--- src/rtl/serial_rx_pkg.sv ---
package serial_rx_pkg;
  typedef enum logic [1:0] {
    RX_IDLE  = 2'd0,
    RX_START = 2'd1,
    RX_DATA  = 2'd2,
    RX_STOP  = 2'd3
  } rx_state_t;
endpackage

--- src/rtl/rx_line_sync.sv ---
module rx_line_sync #(
  parameter int STAGES = 2
) (
  input  logic clk,
  input  logic rst,
  input  logic din,
  output logic dout
);
  logic [STAGES-1:0] chain;

  // Reset to the idle (high) level so no false start is seen after reset
  always_ff @(posedge clk) begin
    if (rst) chain <= '1;
    else     chain <= {chain[STAGES-2:0], din};
  end

  assign dout = chain[STAGES-1];
endmodule

--- src/rtl/rx_frame_engine.sv ---
module rx_frame_engine
  import serial_rx_pkg::*;
#(
  parameter int DATA_BITS  = 8,
  parameter int OVERSAMPLE = 16
) (
  input  logic                 clk,
  input  logic                 rst,
  input  logic                 tick,
  input  logic                 line,
  output logic                 load,
  output logic                 load_ferr,
  output logic [DATA_BITS-1:0] load_data
);
  localparam int CNT_W = $clog2(OVERSAMPLE);
  localparam int BIT_W = (DATA_BITS > 1) ? $clog2(DATA_BITS) : 1;
  localparam logic [CNT_W-1:0] MID_CNT  = CNT_W'(OVERSAMPLE/2 - 1);
  localparam logic [CNT_W-1:0] LAST_CNT = CNT_W'(OVERSAMPLE - 1);
  localparam logic [BIT_W-1:0] LAST_BIT = BIT_W'(DATA_BITS - 1);

  rx_state_t            state;
  logic [CNT_W-1:0]     div;
  logic [BIT_W-1:0]     bitn;
  logic [DATA_BITS-1:0] shreg;
  logic                 armed;

  always_ff @(posedge clk) begin
    if (rst) begin
      state     <= RX_IDLE;
      div       <= '0;
      bitn      <= '0;
      shreg     <= '0;
      armed     <= 1'b0;
      load      <= 1'b0;
      load_ferr <= 1'b0;
    end else begin
      load <= 1'b0;
      if (tick) begin
        case (state)
          RX_IDLE: begin
            // A start is accepted only after the line was seen high
            if (line) begin
              armed <= 1'b1;
            end else if (armed) begin
              armed <= 1'b0;
              div   <= '0;
              state <= RX_START;
            end
          end
          RX_START: begin
            if (div == MID_CNT) begin
              div <= '0;
              if (!line) begin
                bitn  <= '0;
                state <= RX_DATA;
              end else begin
                state <= RX_IDLE;
              end
            end else begin
              div <= div + 1'b1;
            end
          end
          RX_DATA: begin
            if (div == LAST_CNT) begin
              div   <= '0;
              shreg <= {line, shreg[DATA_BITS-1:1]};
              if (bitn == LAST_BIT) state <= RX_STOP;
              else                  bitn  <= bitn + 1'b1;
            end else begin
              div <= div + 1'b1;
            end
          end
          RX_STOP: begin
            if (div == LAST_CNT) begin
              div       <= '0;
              load      <= 1'b1;
              load_ferr <= ~line;
              state     <= RX_IDLE;
            end else begin
              div <= div + 1'b1;
            end
          end
          default: state <= RX_IDLE;
        endcase
      end
    end
  end

  assign load_data = shreg;
endmodule

--- src/rtl/rx_hold_reg.sv ---
module rx_hold_reg #(
  parameter int DATA_BITS = 8
) (
  input  logic                 clk,
  input  logic                 rst,
  input  logic                 load,
  input  logic                 load_ferr,
  input  logic [DATA_BITS-1:0] load_data,
  input  logic                 rd_n,
  output logic [DATA_BITS-1:0] rx_data,
  output logic                 data_ready,
  output logic                 overrun,
  output logic                 frame_err
);
  always_ff @(posedge clk) begin
    if (rst) begin
      rx_data    <= '0;
      data_ready <= 1'b0;
      overrun    <= 1'b0;
      frame_err  <= 1'b0;
    end else if (load) begin
      // A load wins over a read in the same cycle
      rx_data    <= load_data;
      frame_err  <= load_ferr;
      data_ready <= 1'b1;
      if (data_ready && rd_n) overrun <= 1'b1;
    end else if (!rd_n) begin
      data_ready <= 1'b0;
      overrun    <= 1'b0;
    end
  end
endmodule

--- src/rtl/serial_rx_dbuf.sv ---
module serial_rx_dbuf #(
  parameter int DATA_BITS   = 8,
  parameter int OVERSAMPLE  = 16,
  parameter int SYNC_STAGES = 2
) (
  input  logic                 clk,
  input  logic                 rst,
  input  logic                 tick,
  input  logic                 rxd_in,
  input  logic                 rd_n,
  output logic [DATA_BITS-1:0] rx_data,
  output logic                 data_ready,
  output logic                 overrun,
  output logic                 frame_err
);
  logic                 line_s;
  logic                 load;
  logic                 load_ferr;
  logic [DATA_BITS-1:0] load_data;

  rx_line_sync #(.STAGES(SYNC_STAGES)) u_sync (
    .clk (clk),
    .rst (rst),
    .din (rxd_in),
    .dout(line_s)
  );

  rx_frame_engine #(.DATA_BITS(DATA_BITS), .OVERSAMPLE(OVERSAMPLE)) u_engine (
    .clk      (clk),
    .rst      (rst),
    .tick     (tick),
    .line     (line_s),
    .load     (load),
    .load_ferr(load_ferr),
    .load_data(load_data)
  );

  rx_hold_reg #(.DATA_BITS(DATA_BITS)) u_hold (
    .clk       (clk),
    .rst       (rst),
    .load      (load),
    .load_ferr (load_ferr),
    .load_data (load_data),
    .rd_n      (rd_n),
    .rx_data   (rx_data),
    .data_ready(data_ready),
    .overrun   (overrun),
    .frame_err (frame_err)
  );
endmodule

--- config.mk ---
export PLATFORM = sky130hd
export DESIGN_NAME = serial_rx_dbuf
export DESIGN_NICKNAME = d
export VERILOG_FILES = /design/src/rtl/serial_rx_pkg.sv /design/src/rtl/rx_line_sync.sv /design/src/rtl/rx_frame_engine.sv /design/src/rtl/rx_hold_reg.sv /design/src/rtl/serial_rx_dbuf.sv
export SDC_FILE = /design/constraint.sdc
export NUM_CORES = 1
export LEC_CHECK = 0
export ABC_AREA = 1
export BUFFER_PORTS_ARGS = -buffer_cell sky130_fd_sc_hd__buf_2
export CAP_MARGIN = 20
export CORE_MARGIN = 2
export CORE_UTILIZATION = 60
export CTS_CLUSTER_SIZE = 14
export DETAILED_ROUTE_END_ITERATION = 16
export GPL_TIMING_DRIVEN = 0
export PLACE_DENSITY = 0.82
export REMOVE_ABC_BUFFERS = 1
export SYNTH_ARGS = -nofsm -noshare
export SYNTH_HDL_FRONTEND = slang
export SYNTH_HIERARCHICAL = 1
export SYNTH_SLANG_ARGS = --single-unit
--- constraint.sdc ---
create_clock -name clk -period 2.6 [get_ports clk]
set_input_delay 0.26 -clock clk [delete_from_list [all_inputs] [get_ports clk]]
set_output_delay 0.26 -clock clk [all_outputs]
set_load 0.02 [all_outputs]
## Word-level counts from Yosys, hierarchy flattened

Cells that the tools add are included.

- Divide/modulo/power cells: 0
- Bitwise operators: 3
- Muxes and demuxes: 24
- Add/sub/neg operators: 2
- $lt $le $gt $ge: 0
- Shift operators: 0
- Multiply operators: 0
- Reductions and logical operators: 12
- Equal/unequal tests: 16

Operator list:

| kind | count |
|---|---|
| 4-bit two-way mux | 4 |
| 2-bit two-way mux | 7 |
| 2-bit by 1-bit != test with 1-bit output (second input constant) | 7 |
| 3-bit two-way mux | 4 |
| 4-bit one-hot mux with 3 select lines | 1 |
| 3-bit AND reduction | 3 |
| 2-bit one-hot mux with 4 select lines | 1 |
| 7-bit AND reduction | 1 |
| 1-bit two-way mux | 6 |
| 2-bit != test (second input constant) | 3 |
| 3-bit one-hot mux with 2 select lines | 1 |
| 6-bit AND reduction | 1 |
| 4-bit by 1-bit adder with 4-bit output (second input constant) | 1 |
| 2-bit equality test (second input constant) | 2 |
| 4-bit by 3-bit equality test with 1-bit output (second input constant) | 1 |
| 4-bit equality test (second input constant) | 1 |
| 2-bit AND reduction | 2 |
| 3-bit by 1-bit adder with 3-bit output (second input constant) | 1 |
| 3-bit equality test (second input constant) | 1 |
| 1-bit NOT | 3 |
| 3-bit OR reduction | 1 |
| 2-bit by 1-bit equality test with 1-bit output (second input constant) | 1 |
| 2-bit zero test | 1 |
| 2-bit nonzero test | 1 |
| 2 further kinds | 2 |

- Register bits after elaboration: 33
- Latch bits: 0
- Bits of input ports: 5
- Bits in writable memories: 0
- Output and inout bits: 11
- Memory bits (read-only): 0
- Memories: 0

## Longest topological paths before layout

- Word-level depth: 4
- Mapped depth: 10
- Mapped depth without buffers: 10

## Modules after synthesis

Netlist, hierarchy kept.

Modules (own cells, without submodules):

| module | area each (um^2) | times used | cells each |
|---|---|---|---|
| rx_frame_engine | 897.1 | 1 | 121 |
| rx_hold_reg | 397.9 | 1 | 48 |
| rx_line_sync | 58.8 | 1 | 7 |

## Worst setup path before layout

OpenSTA, ideal clock, no wires.

- Kind: flip-flop to flip-flop
- From: register u_engine.bitn[0]
- To: register u_engine.bitn[0]
- Clock period less this slack: 1.268 ns
- Setup slack: 1.332 ns
- Stages on the path, launching flop included: 11
- Required time: 2.487 ns
- Path buffers: 0
- Data arrival time: 1.155 ns
- Path through: dfxtp_1 > ha_1 > ha_1 > inv_1 > nand2_2 > nand2_1 > nand2_2 > nor2_4 > o21ai_0 > nand2_1 > nor2_1

- Cells in the longest elaborated chain, start to end: 4

RTL lines:

| item | line | text |
|---|---|---|
| from (decl) | rx_frame_engine.sv:23 | `logic [BIT_W-1:0] bitn;` |
| from (signal assigned) | rx_frame_engine.sv:68 | `else bitn <= bitn + 1'b1;` |
| 3-bit by 1-bit adder with 3-bit output | rx_frame_engine.sv:68 |  |
| 3-bit two-way mux | rx_frame_engine.sv:67 | `if (bitn == LAST_BIT) state <= RX_STOP;` |
| 3-bit two-way mux | rx_frame_engine.sv:64 | `if (div == LAST_CNT) begin` |
| 3-bit one-hot mux with 2 select lines | rx_frame_engine.sv:39 | `case (state)` |

Parallel ways exist; a longest one is shown, timed or not. The select of a mux whose other input is x is not followed.
A chain may end at the register's enable or synchronous reset.

## Worst setup path in the final report

- From: register u_engine.div[0]
- To: register u_engine.shreg[7], in the netlist u_engine/load_data[7]

- Cells in the longest elaborated chain, start to end: 2

RTL lines:

| item | line | text |
|---|---|---|
| from (decl) | rx_frame_engine.sv:22 | `logic [CNT_W-1:0] div;` |
| from (signal assigned) | rx_frame_engine.sv:60 | `div <= div + 1'b1;` |
| from (signal assigned) | rx_frame_engine.sv:70 | `div <= div + 1'b1;` |
| from (signal assigned) | rx_frame_engine.sv:80 | `div <= div + 1'b1;` |
| 4-bit equality test | rx_frame_engine.sv:64 |  |
| 3-bit AND reduction (no source line) | -- |  |
| to (signal assigned) | rx_frame_engine.sv:66 | `shreg <= {line, shreg[DATA_BITS-1:1]};` |
| to (decl) | rx_frame_engine.sv:24 | `logic [DATA_BITS-1:0] shreg;` |

No other way between the ends.

==> results.md <==
- Status: completed
- Hpwl dp: 1780 um
- Core Box Area: 2170 um2
- Final min period: 1.48 ns
- Reg2reg setup slack: 1.12 ns
- H-tree levels: 2
- Initial antenna violation count: 0
- Sw power: 0.192 mW
- Horiz. Die Dim: 51.5 um
- Fin util: 0.702
- Max_cap viols: 0
- Seq pwr share: 0.542
- Seq cells post-synth: 33
- Iteration-0 DRC Markers: 20
- CP Data Required Time: 2.88 ns
- Hold endpoint: u_sync/chain[0]
- Number of I/O pins: 16
- Die Span Y: 51.5 um
- Row count: 17
- Reg2reg path depth: 7
- WL/cell: 11.0 um
- Clk buf depth: 2
- Syn_area_per_cell: 7.69 um2
- Max Fclk: 675 MHz
- Synth warn: 6
- Clock transition at the registers of the reported paths: 0.10 ns
- Worst hold path depth: 3
- Number of hold buffers added after cts: 0
- CP arrival: 1.76 ns
- Die Footprint: 2650 um2
- Hold Path Origin: rxd_in
- RR Endpoint: u_engine/load_data[7]
- Clk sinks: 33
- Final ANT Viol Nets: 0
- Initial Util: 0.624
- Internal: 0.750 mW
- Area growth from synthesis to layout: 12.5%
- Max-slew violation count: 0
- LEAKAGE: 0.729 nW
- FILL cells: 188
- CTS tree: built
- GP Congestion: 0.799
- Post-synth top area share: 0.488
- Worst setup SP type: register
- Netlist cell types: 20
- GRT overflow: 0
- Unrepaired setup endpoints after global routing: no
- Vias in the first global route: 999
- Fin. Hold Viols: 0
- Pin count of the biggest net entering global routing: 15
- Period Utilization, post-route: 0.570
- Via-to-Cell Ratio: 5.12
- Worst reg2reg path startpoint: u_engine/div[0]
- # port buffers: 15
- Cell taking the most area after synthesis: dfxtp_1
- Post-route cell area: 1520 um2
- Post-CTS setup buffer count: 0
- Nets: 203
- Pwr Total: 0.942 mW
- Worst-Skew Late Latency: 0.33 ns
- TNS Setup: 0 ns
- Worst-Margin Slew: 0.412 ns
- Mapped Area: 1350 um2
- Final Worst Setup Slack: 1.12 ns
- Net Sw Frac: 0.204
- Final setup skew: 0.00859 ns
- Layout cells sized above 1: 0.184
- Worst Path Max Fanout: 9
- CP endpoint kind: register
- Post-cts resize count: 0
- Vias: 1146
- Post-DP Area: 1440 um2
- TritonCTS buffer count: 5
- Peak VDD IR: 495 uV
- Clock power share: 0.421
- Router iterations before antenna repair: 5
- Pre-CTS setup slack: 1.15 ns
- Worst hold path type: in -> reg
- Synth Instances: 176
- Routed WL: 2480 um
- WS Path Type: reg -> reg
- Max_slew headroom: 0.725
- GRT Overall Usage: 0.216
- Root buffer selected by CTS: clkbuf_4
- Ant diodes: 0
- Final setup fails: 0
- Top cells by area, synth: dfxtp_1 (49%), nor2_1 (11%), nand2_1 (6.1%)
- Drt drc: 0
- First-pass GRT wire length: 4150 um
- Comb power frac: 0.037
- Power Density: 619 nW/um2
- Sequential area share after synthesis: 0.488
## metal layers
metal,GRT usage,vias up,share of wire
met1,0.250,517,0.45
met2,0.359,23,0.50
li1,-,602,-
met4,0.0921,0,0.0089
met5,0,-,0
met3,0.0776,4,0.041
## kinds of logic after synthesis
group           synth area share
flops                      0.488
buf+inv                   0.0823
xor+xnor                 0.00647
fa+ha+maj                 0.0277
compound gates             0.146
simple gates               0.250
## layout by cell type, fill, tap and decap left out
cell type	instances
a21oi_1	14
buf_2	15
bufinv_16	1
bufinv_8	1
clkbuf_1	1
clkbuf_4	5
clkbuf_8	1
dfxtp_1	33
ha_1	3
inv_1	14
inv_2	4
nand2_1	22
nand2_2	4
nand3_1	10
nand3_2	1
nand4_1	1
nor2_1	39
nor2_2	1
nor2_4	1
o21ai_0	14
o21ai_1	8
o21ai_2	2
xor2_1	1
## per-stage QoR
stage | std cells | hold slack, ns
finish | 224 | 0.100
global route | 224 | 0.0909
CTS | 224 | 0.0952
detailed placement | 216 | 0.408
global placement | 216 | 0.396
floorplan | 173 | 0.329
## flip-flops by register name (all words and copies together), names as in the netlist, named ones only
| name | cells |
|---|---|
| u_hold/overrun | 1 |
| u_sync/chain | 2 |
| u_engine/load_data | 8 |
| u_hold/rx_data | 8 |
| u_hold/data_ready | 1 |
| u_engine/state | 1 |
| u_engine/load | 1 |
| u_engine/armed | 1 |
| u_engine/load_ferr | 1 |
| u_hold/frame_err | 1 |
| u_engine/bitn | 3 |
| u_engine/div | 4 |
## synth_stat cells, drive strengths merged
cell and number:
inv 18, ha 3, nand4 1, nand2 26
nand3 11, xor2 1, dfxtp 33, o21ai 24
clkbuf 1, a21oi 14, buf 2, bufinv 1
nor2 41
## area by class of cell
cell class | instances | area (um2) | share of cell area
multi-input cells | 121 | 582 | 0.382
flip-flops and latches | 33 | 661 | 0.434
well taps | 28 | 35.0 | 0.0230
inverters | 19 | 85.1 | 0.0559
clock inverters | 1 | 30.0 | 0.0197
repair buffers | 15 | 75.1 | 0.0493
clock buffers | 7 | 55.1 | 0.0362
## how the worst max path moves through the flow
stage	cells after the start	from	end	slack (ns)
floorplan	10	u_engine/bitn[0]	u_engine/bitn[0]	1.33
global placement	7	u_engine/div[0]	u_engine/load_data[7]	1.20
detailed placement	7	u_engine/div[0]	u_engine/load_data[7]	1.15
CTS	7	u_engine/div[0]	u_engine/load_data[7]	1.14
global route	7	u_engine/div[0]	u_engine/load_data[7]	0.99
finish	7	u_engine/div[0]	u_engine/load_data[7]	1.12
## power by group through the flow
stage	combinational, mW	clock (mW)	sequential (mW)
after floorplan	0.0227	0	0.522
after CTS	0.0351	0.402	0.510
after global routing	0.0391	0.424	0.511
after global placement	0.0333	0	0.522
final	0.0350	0.397	0.510
after detailed placement	0.0348	0	0.522
## critical path, stage by stage (launching register included)
cell,delay (ns)
dfxtp_1,0.39
ha_1,0.24
nand3_1,0.14
inv_1,0.11
nand3_2,0.15
inv_2,0.18
o21ai_0,0.10
a21oi_1,0.12
No activity file was read; power rests on OpenSTA's default activity.
